### config.mk
export PLATFORM = sky130hd
export DESIGN_NAME = spi_cmd_seq
export DESIGN_NICKNAME = d
export VERILOG_FILES = /design/src/rtl/spi_seq_pkg.sv /design/src/rtl/spi_seq_regs.sv /design/src/rtl/spi_seq_tick.sv /design/src/rtl/spi_seq_engine.sv /design/src/rtl/spi_cmd_seq.sv
export SDC_FILE = /design/constraint.sdc
export NUM_CORES = 1
export LEC_CHECK = 0
export ABC_AREA = 1
export BUFFER_PORTS_ARGS = -buffer_cell sky130_fd_sc_hd__buf_2
export CORE_ASPECT_RATIO = 0.6
export CORE_MARGIN = 4
export CORE_UTILIZATION = 55
export DETAILED_ROUTE_END_ITERATION = 10
export PLACE_DENSITY = 0.78
export SYNTH_ARGS = -nofsm -noshare
export SYNTH_HDL_FRONTEND = slang
export SYNTH_SLANG_ARGS = --single-unit
### constraint.sdc
create_clock -name clk -period 2.51 [get_ports clk]
set_clock_uncertainty 0.1 [all_clocks]
set_input_delay 0.1255 -clock clk [delete_from_list [all_inputs] [get_ports clk]]
set_output_delay 0.1255 -clock clk [all_outputs]
set_load 0.02 [all_outputs]
### src/rtl/spi_seq_pkg.sv
`timescale 1ns/1ps
package spi_seq_pkg;
  localparam int BYTE_W = 8;
  localparam int NIB_W  = 4;
  localparam int DEPTH  = 1 << NIB_W;
  localparam int PTR_W  = NIB_W + 1;
  localparam int CNT_W  = NIB_W + 2;

  typedef logic [BYTE_W-1:0] byte_t;
  typedef logic [PTR_W-1:0]  ptr_t;
  typedef logic [CNT_W-1:0]  cnt_t;
  typedef logic [NIB_W-1:0]  idx_t;

  localparam ptr_t DEPTH_P = ptr_t'(DEPTH);

  localparam byte_t A_WDATA = 8'h10;
  localparam byte_t A_RDATA = 8'h11;
  localparam byte_t A_LEN   = 8'h12;
  localparam byte_t A_CTRL  = 8'h13;

  localparam int C_TRIG = 0;
  localparam int C_CLR  = 1;
  localparam int C_NORD = 2;

  typedef enum logic [1:0] {ST_IDLE, ST_LEAD, ST_SHIFT, ST_TRAIL} eng_state_t;
endpackage

### src/rtl/spi_seq_regs.sv
`timescale 1ns/1ps
module spi_seq_regs
  import spi_seq_pkg::*;
(
  input  logic  clk,
  input  logic  rst_n,
  input  logic  wr_en,
  input  logic  rd_en,
  input  byte_t addr,
  input  byte_t wdata,
  output byte_t rdata,
  output logic  busy,
  output logic  start,
  output byte_t len_q,
  output logic  no_read,
  input  idx_t  tx_idx,
  output byte_t tx_byte,
  input  logic  rx_we,
  input  idx_t  rx_idx,
  input  byte_t rx_byte,
  input  logic  done,
  output ptr_t  rd_ptr,
  output ptr_t  rd_cnt
);
  byte_t wbuf [DEPTH];
  byte_t rbuf [DEPTH];

  ptr_t  wptr_q, wptr_d;
  ptr_t  rptr_q, rptr_d;
  ptr_t  rcnt_q, rcnt_d;
  byte_t len_d;
  logic  busy_q, busy_d;
  logic  start_q, start_d;
  logic  nord_q, nord_d;
  byte_t rdata_q, rdata_d;

  logic wr_wdata, wr_len, wr_ctrl, trig, clr, rd_rdata, wbuf_en;

  // host decode; busy blocks every write path
  assign wr_wdata = wr_en && (addr == A_WDATA) && !busy_q;
  assign wr_len   = wr_en && (addr == A_LEN)   && !busy_q;
  assign wr_ctrl  = wr_en && (addr == A_CTRL)  && !busy_q;
  assign trig     = wr_ctrl && wdata[C_TRIG];
  assign clr      = wr_ctrl && wdata[C_CLR];
  assign rd_rdata = rd_en && (addr == A_RDATA);
  assign wbuf_en  = wr_wdata && (wptr_q < DEPTH_P);

  always_comb begin
    wptr_d  = wptr_q;
    rptr_d  = rptr_q;
    rcnt_d  = rcnt_q;
    len_d   = len_q;
    busy_d  = busy_q;
    nord_d  = nord_q;
    start_d = trig;
    rdata_d = '0;

    if (clr)
      wptr_d = '0;
    else if (wbuf_en)
      wptr_d = wptr_q + ptr_t'(1);

    if (clr || trig)
      rptr_d = '0;
    else if (rd_rdata && (rptr_q < rcnt_q))
      rptr_d = rptr_q + ptr_t'(1);

    if (trig)
      rcnt_d = '0;
    else if (rx_we)
      rcnt_d = ptr_t'(rx_idx) + ptr_t'(1);

    if (wr_len)
      len_d = wdata;

    if (trig) begin
      busy_d = 1'b1;
      nord_d = wdata[C_NORD];
    end else if (done) begin
      busy_d = 1'b0;
    end

    if (rd_en) begin
      case (addr)
        A_RDATA: rdata_d = (rptr_q < rcnt_q) ? rbuf[rptr_q[NIB_W-1:0]] : '0;
        A_LEN:   rdata_d = len_q;
        A_CTRL:  rdata_d = {5'b0, nord_q, 1'b0, busy_q};
        default: rdata_d = '0;
      endcase
    end
  end

  always_ff @(posedge clk or negedge rst_n) begin
    if (!rst_n) begin
      wptr_q  <= '0;
      rptr_q  <= '0;
      rcnt_q  <= '0;
      len_q   <= '0;
      busy_q  <= 1'b0;
      start_q <= 1'b0;
      nord_q  <= 1'b0;
      rdata_q <= '0;
    end else begin
      wptr_q  <= wptr_d;
      rptr_q  <= rptr_d;
      rcnt_q  <= rcnt_d;
      len_q   <= len_d;
      busy_q  <= busy_d;
      start_q <= start_d;
      nord_q  <= nord_d;
      rdata_q <= rdata_d;
    end
  end

  // byte buffers: no reset, written only under their enables
  always_ff @(posedge clk) begin
    if (wbuf_en)
      wbuf[wptr_q[NIB_W-1:0]] <= wdata;
  end

  always_ff @(posedge clk) begin
    if (rx_we)
      rbuf[rx_idx] <= rx_byte;
  end

  assign tx_byte = wbuf[tx_idx];
  assign rdata   = rdata_q;
  assign busy    = busy_q;
  assign start   = start_q;
  assign no_read = nord_q;
  assign rd_ptr  = rptr_q;
  assign rd_cnt  = rcnt_q;
endmodule

### src/rtl/spi_seq_tick.sv
`timescale 1ns/1ps
module spi_seq_tick #(
  parameter int HALF_DIV = 2
) (
  input  logic clk,
  input  logic rst_n,
  input  logic run,
  output logic tick
);
  localparam int CW = (HALF_DIV > 1) ? $clog2(HALF_DIV) : 1;
  localparam logic [CW-1:0] LAST = CW'(HALF_DIV - 1);

  logic [CW-1:0] cnt_q, cnt_d;

  assign tick = run && (cnt_q == LAST);

  always_comb begin
    if (!run || tick)
      cnt_d = '0;
    else
      cnt_d = cnt_q + CW'(1);
  end

  always_ff @(posedge clk or negedge rst_n) begin
    if (!rst_n)
      cnt_q <= '0;
    else
      cnt_q <= cnt_d;
  end
endmodule

### src/rtl/spi_seq_engine.sv
`timescale 1ns/1ps
module spi_seq_engine
  import spi_seq_pkg::*;
(
  input  logic  clk,
  input  logic  rst_n,
  input  logic  start,
  input  byte_t len,
  input  logic  no_read,
  input  logic  tick,
  output logic  run,
  output logic  sclk,
  output logic  mosi,
  output logic  csn,
  input  logic  miso,
  output idx_t  tx_idx,
  input  byte_t tx_byte,
  output logic  rx_we,
  output idx_t  rx_idx,
  output byte_t rx_byte,
  output logic  done
);
  eng_state_t state_q, state_d;
  logic       half_q, half_d;
  logic       phase_q, phase_d;
  logic [2:0] bit_q, bit_d;
  cnt_t       byte_q, byte_d;
  cnt_t       txn_q, txn_d;
  cnt_t       rxn_q, rxn_d;
  byte_t      sreg_q, sreg_d;
  logic       csn_q, csn_d;
  logic       done_q, done_d;
  logic       rxwe_q, rxwe_d;
  idx_t       rxidx_q, rxidx_d;
  byte_t      rxbyte_q, rxbyte_d;

  cnt_t total;
  logic in_tx;

  assign total  = txn_q + rxn_q;
  assign in_tx  = byte_q < txn_q;
  assign tx_idx = byte_q[NIB_W-1:0];

  always_comb begin
    state_d  = state_q;
    half_d   = half_q;
    phase_d  = phase_q;
    bit_d    = bit_q;
    byte_d   = byte_q;
    txn_d    = txn_q;
    rxn_d    = rxn_q;
    sreg_d   = sreg_q;
    csn_d    = csn_q;
    done_d   = 1'b0;
    rxwe_d   = 1'b0;
    rxidx_d  = rxidx_q;
    rxbyte_d = rxbyte_q;

    case (state_q)
      ST_IDLE: begin
        if (start) begin
          state_d = ST_LEAD;
          csn_d   = 1'b0;
          half_d  = 1'b0;
          phase_d = 1'b0;
          bit_d   = '0;
          byte_d  = '0;
          txn_d   = cnt_t'(len[NIB_W-1:0]) + cnt_t'(1);
          rxn_d   = no_read ? '0 : cnt_t'(len[BYTE_W-1:NIB_W]) + cnt_t'(1);
        end
      end
      ST_LEAD: begin
        if (tick) begin
          half_d = ~half_q;
          if (half_q)
            state_d = ST_SHIFT;
        end
      end
      ST_SHIFT: begin
        if (tick && !phase_q) begin
          phase_d = 1'b1;
          if (!in_tx) begin
            sreg_d = {sreg_q[BYTE_W-2:0], miso};
            if (bit_q == 3'd7) begin
              rxwe_d   = 1'b1;
              rxbyte_d = {sreg_q[BYTE_W-2:0], miso};
              rxidx_d  = byte_q[NIB_W-1:0] - txn_q[NIB_W-1:0];
            end
          end
        end else if (tick) begin
          phase_d = 1'b0;
          if (bit_q == 3'd7) begin
            bit_d = '0;
            if (byte_q == total - cnt_t'(1)) begin
              state_d = ST_TRAIL;
              half_d  = 1'b0;
            end else begin
              byte_d = byte_q + cnt_t'(1);
            end
          end else begin
            bit_d = bit_q + 3'd1;
          end
        end
      end
      ST_TRAIL: begin
        if (tick) begin
          half_d = ~half_q;
          if (half_q) begin
            state_d = ST_IDLE;
            csn_d   = 1'b1;
            done_d  = 1'b1;
          end
        end
      end
      default: state_d = ST_IDLE;
    endcase
  end

  always_ff @(posedge clk or negedge rst_n) begin
    if (!rst_n) begin
      state_q  <= ST_IDLE;
      half_q   <= 1'b0;
      phase_q  <= 1'b0;
      bit_q    <= '0;
      byte_q   <= '0;
      txn_q    <= '0;
      rxn_q    <= '0;
      sreg_q   <= '0;
      csn_q    <= 1'b1;
      done_q   <= 1'b0;
      rxwe_q   <= 1'b0;
      rxidx_q  <= '0;
      rxbyte_q <= '0;
    end else begin
      state_q  <= state_d;
      half_q   <= half_d;
      phase_q  <= phase_d;
      bit_q    <= bit_d;
      byte_q   <= byte_d;
      txn_q    <= txn_d;
      rxn_q    <= rxn_d;
      sreg_q   <= sreg_d;
      csn_q    <= csn_d;
      done_q   <= done_d;
      rxwe_q   <= rxwe_d;
      rxidx_q  <= rxidx_d;
      rxbyte_q <= rxbyte_d;
    end
  end

  assign run     = (state_q != ST_IDLE);
  assign sclk    = phase_q;
  assign mosi    = (state_q == ST_SHIFT) && in_tx && tx_byte[3'd7 - bit_q];
  assign csn     = csn_q;
  assign done    = done_q;
  assign rx_we   = rxwe_q;
  assign rx_idx  = rxidx_q;
  assign rx_byte = rxbyte_q;
endmodule

### src/rtl/spi_cmd_seq.sv
`timescale 1ns/1ps
module spi_cmd_seq
  import spi_seq_pkg::*;
#(
  parameter int HALF_DIV = 2
) (
  input  logic       clk,
  input  logic       rst_n,
  input  logic       reg_wr,
  input  logic       reg_rd,
  input  logic [7:0] reg_addr,
  input  logic [7:0] reg_wdata,
  output logic [7:0] reg_rdata,
  output logic       spi_csn,
  output logic       spi_sclk,
  output logic       spi_mosi,
  input  logic       spi_miso
);
  logic  rst_meta, rst_sync_n;
  logic  busy, start, no_read, rx_we, done, tick, run;
  byte_t len_q, tx_byte, rx_byte;
  idx_t  tx_idx, rx_idx;
  ptr_t  rd_ptr, rd_cnt;

  // asynchronous assert, synchronous release
  always_ff @(posedge clk or negedge rst_n) begin
    if (!rst_n) begin
      rst_meta   <= 1'b0;
      rst_sync_n <= 1'b0;
    end else begin
      rst_meta   <= 1'b1;
      rst_sync_n <= rst_meta;
    end
  end

  spi_seq_regs u_regs (
    .clk     (clk),
    .rst_n   (rst_sync_n),
    .wr_en   (reg_wr),
    .rd_en   (reg_rd),
    .addr    (reg_addr),
    .wdata   (reg_wdata),
    .rdata   (reg_rdata),
    .busy    (busy),
    .start   (start),
    .len_q   (len_q),
    .no_read (no_read),
    .tx_idx  (tx_idx),
    .tx_byte (tx_byte),
    .rx_we   (rx_we),
    .rx_idx  (rx_idx),
    .rx_byte (rx_byte),
    .done    (done),
    .rd_ptr  (rd_ptr),
    .rd_cnt  (rd_cnt)
  );

  spi_seq_tick #(.HALF_DIV(HALF_DIV)) u_tick (
    .clk   (clk),
    .rst_n (rst_sync_n),
    .run   (run),
    .tick  (tick)
  );

  spi_seq_engine u_eng (
    .clk     (clk),
    .rst_n   (rst_sync_n),
    .start   (start),
    .len     (len_q),
    .no_read (no_read),
    .tick    (tick),
    .run     (run),
    .sclk    (spi_sclk),
    .mosi    (spi_mosi),
    .csn     (spi_csn),
    .miso    (spi_miso),
    .tx_idx  (tx_idx),
    .tx_byte (tx_byte),
    .rx_we   (rx_we),
    .rx_idx  (rx_idx),
    .rx_byte (rx_byte),
    .done    (done)
  );
endmodule

==> impl_metrics.tcl <==
set metrics [dict create \
    antenna_left 0 \
    crit_path_max_fanout 31 \
    vias_per_cell 5.700 \
    dp_slack_ps -74.13 \
    synthCells 1358 \
    r2r-end "u_eng.byte_q[2]" \
    syn2layout_area_growth_pct 16.59 \
    use_met1_pct 36.76 \
    synth_edf_count 256 \
    drc 0 \
    synth-seq-cells 338 \
    clkSinkCount 338 \
    ff2ff_path_depth 16 \
    critPathLaunch "u_eng.byte_q[0]" \
    grt_max_degree 52 \
    period_share_pct 110.1 \
    grt_pass1_wl_um 55550 \
    rrSetupSlack_ps -120 \
    critPathRequiredTime_ps 2280 \
    cpPeakStageDelay_ps 500 \
    p_int_w 0.008640 \
    switching_share_pct 20.43 \
    gr-usage-met3_pct 7.353 \
    powerDensity_nw_per_um2 631.2 \
    power.share.clock_pct 42.1 \
    clk_pin_slew_ps 70 \
    ys_seq_area_share_pct 66.01 \
    grt_use_total_pct 24.17 \
    core.rowCount 46 \
    top_usage_layer "met1" \
    layout-drive-gt1-share_pct 14.00 \
    combinationalPowerShare_pct 2.6 \
    critPathBufInv 4 \
    path_cells "inv_8 > buf_12 > buf_16 > o21ai_0 > nand2_1 > nand2_1 > nand2_1 > nor2_2 > nand2_1 > nand2_1 > nor2_1 > nor2_1 > nor2_2 > buf_6" \
    overflow 0 \
    die-area_sq_um 29600 \
    setup_tns_ps -1030 \
    syn_avg_cell_area_sq_um 10.87 \
    tightest_slew_ps 696.8 \
    rsz0062_at_grt "yes" \
    synthTopCellsByArea "edfxtp_1 (52%), dfrtp_1 (14%), nand2_1 (7.8%), nor2_1 (4.0%), o21ai_0 (3.4%)" \
    leakage_nw 6.779 \
    routedWlPerCell_um 19.86 \
    finalHoldViolations 0 \
    place.gp.congestion 0.8918 \
    maxSlewHeadroom_pct 53.55 \
    grt_pass1_vias 10070 \
    violations "setup timing" \
    htree_levels 1 \
    p_switching_w 0.002218 \
    netlist_area_sq_um 14760 \
    clock_latency_ps 570 \
    report.final.slew_viol_count 0 \
    cp.depth 14 \
    synth_top_cell_area_share_pct 52.10 \
    setup_viol 10 \
    antenna_cells 0 \
    coreArea_sq_um 26420 \
    drt_iter0_markers 1437 \
    critPathCaptureType "output pin" \
    io_pins 32 \
    multi_input_area_sq_um 4419 \
    area.sequential_sq_um 9747 \
    synthTopCellsByCount "nand2_1 (305), edfxtp_1 (256), nor2_1 (157)" \
    clockRootBuffer "clkbuf_16" \
    cap_violations 0 \
    ys_warn_count 0 \
    cp_top_family "simple AND/OR/NAND/NOR gates" \
    ys_async_sr_fraction_pct 24.26 \
    slowest_stage "dfrtp_2" \
    synth_top_cell_by_area "edfxtp_1" \
    hold_class "in -> reg" \
    syn_nets 1417 \
    fmax_mhz 361.8 \
    initial_core_util_pct 55.85 \
    cts_tree "yes" \
    cpMostUsedCell "nand2_1" \
    die_h_um 134.9 \
    routed_wl_um 36670 \
    die_x_um 219.5 \
    fin_ws_ps -254.1 \
    utilization_pct 65.12 \
    place.port_buffers 31 \
    hpwl_um 22600 \
    nNetsFinal 1521 \
    startpoint_type "flip-flop" \
    max-clock-path-buffers 3 \
    critPathCapture "spi_mosi" \
    outcome "finished, violations left" \
    finalCriticalPeriod_ps 2764 \
    ir_drop_uv 365.4 \
    rr_startpoint "u_eng.txn_q[1]" \
    first_pass_iters 6 \
    crit_type "reg -> out" \
    yosys.cell_types.count 46 \
    numCtsBuffers 30 \
    met2_usage_pct 34.71 \
    num-fill-cells 1895 \
    yosysMostFrequentCell "nand2_1" \
    vias 10520 \
    critPathArrivalTime_ps 2540 \
    antenna_found_initial 0 \
    seqPwrFrac_pct 55.4 \
    yosys_most_used_dff "edfxtp_1" \
]
sequential cells by signal, summed over array words and instances, names as in the netlist, 5 cells and up:
| name | cells |
|---|---|
| u_eng.sreg_q | 7 |
| u_regs.len_q | 8 |
| u_regs.rd_cnt | 5 |
| u_regs.rdata | 8 |
| u_eng.txn_q | 5 |
| u_regs.rd_ptr | 5 |
| u_regs.wptr_q | 5 |
| u_eng.byte_q | 6 |
| u_eng.rx_byte | 8 |
| u_eng.rxn_q | 5 |
| u_regs.rbuf | 128 |
| u_regs.wbuf | 128 |
cells by family (layout without fill, tap and decap cells):
kind of cell	Yosys count	count (layout)	synth area share, %
buf+inv	172	300	4.977
mux	5	5	0.3816
fa+ha+maj	38	38	3.324
flops	338	338	66.01
compound gates	217	217	8.369
xor+xnor	19	19	1.128
simple gates	568	568	15.78
other cells	1	1	0.02541
worst min path at each step:
stage	start	endpoint	cells past startpoint
after global routing	reg_addr[2]	u_regs.rdata[0]	8
after detailed placement	rst_n	rst_meta	1
final	reg_addr[2]	u_regs.rdata[0]	8
after CTS	reg_addr[2]	u_regs.rdata[0]	8
after global placement	rst_n	rst_meta	1
after floorplan	rst_n	rst_meta	0
final cells by class:
class | count | area share, %
Inverter | 118 | 2.640
Multi-Input combinational cell | 848 | 25.69
Timing Repair Buffer | 126 | 6.808
Clock inverter | 13 | 0.8801
Clock buffer | 43 | 4.706
Tap cell | 360 | 2.618
Sequential cell | 338 | 56.66
power groups by stage:
stage	clock [W]	combinational, W	sequential [W]
final	0.00457	0.000280	0.00601
after global placement	0	0.000241	0.00613
after CTS	0.00459	0.000275	0.00601
after floorplan	0	0.000127	0.00613
after global routing	0.00483	0.000308	0.00601
after detailed placement	0	0.000248	0.00613
worst reg2reg max path, cell delays in order (launching register included):
cell and delay (ps):
dfrtp_1 390, inv_2 90, ha_4 210, inv_2 60
ha_4 120, inv_2 40, fa_2 350, inv_1 60
nand2_1 70, nand2_1 60, o21ai_0 110, xor2_1 220
nand3_2 140, o21ai_2 220, buf_6 160, nand2_1 50
o21ai_1 80
per-layer routing:
layer | wire, um | share of wire [%]
met5 | 0 | 0
met4 | 738 | 2.0
met3 | 4608 | 13
met2 | 15680 | 43
met1 | 15640 | 43
metrics by stage:
| stage | hold WS (ps) | area [sq um] | std cells | power (W) |
|---|---|---|---|---|
| floorplan | -270.1 | 14760 | 1358 | 0.006262 |
| global placement | -186.2 | 15580 | 1752 | 0.006370 |
| detailed placement | -186.8 | 15580 | 1752 | 0.006377 |
| CTS | 9.011 | 17030 | 1839 | 0.01088 |
| global route | 51.69 | 17200 | 1846 | 0.01114 |
| finish | 12.12 | 17200 | 1846 | 0.01086 |
layout by cell type, fill, tap and decap left out, types with 13 or more instances in the layout:
| cell | count |
|---|---|
| nand2_1 | 292 |
| edfxtp_1 | 256 |
| nor2_1 | 151 |
| inv_1 | 104 |
| o21ai_0 | 88 |
| dfrtp_1 | 78 |
| nand3_1 | 71 |
| a21oi_1 | 62 |
| buf_4 | 52 |
| ha_1 | 33 |
| clkbuf_16 | 31 |
| buf_2 | 30 |
| dlygate4sd3_1 | 22 |
| o21ai_1 | 15 |
| xor2_1 | 14 |
| nand2_2 | 13 |
timing repair:
item | 4_1_cts | 5_1_grt
setup buffers | 5 | 5
gates resized for setup | 47 | 22
hold buffers | 22 | 0
pin swaps | 11 | 10
endpoints found under the hold margin | 149 | 0
endpoints found under the setup margin | 10 | 10
gates cloned | 4 | 2
No activity file was read; power rests on OpenSTA's default activity.
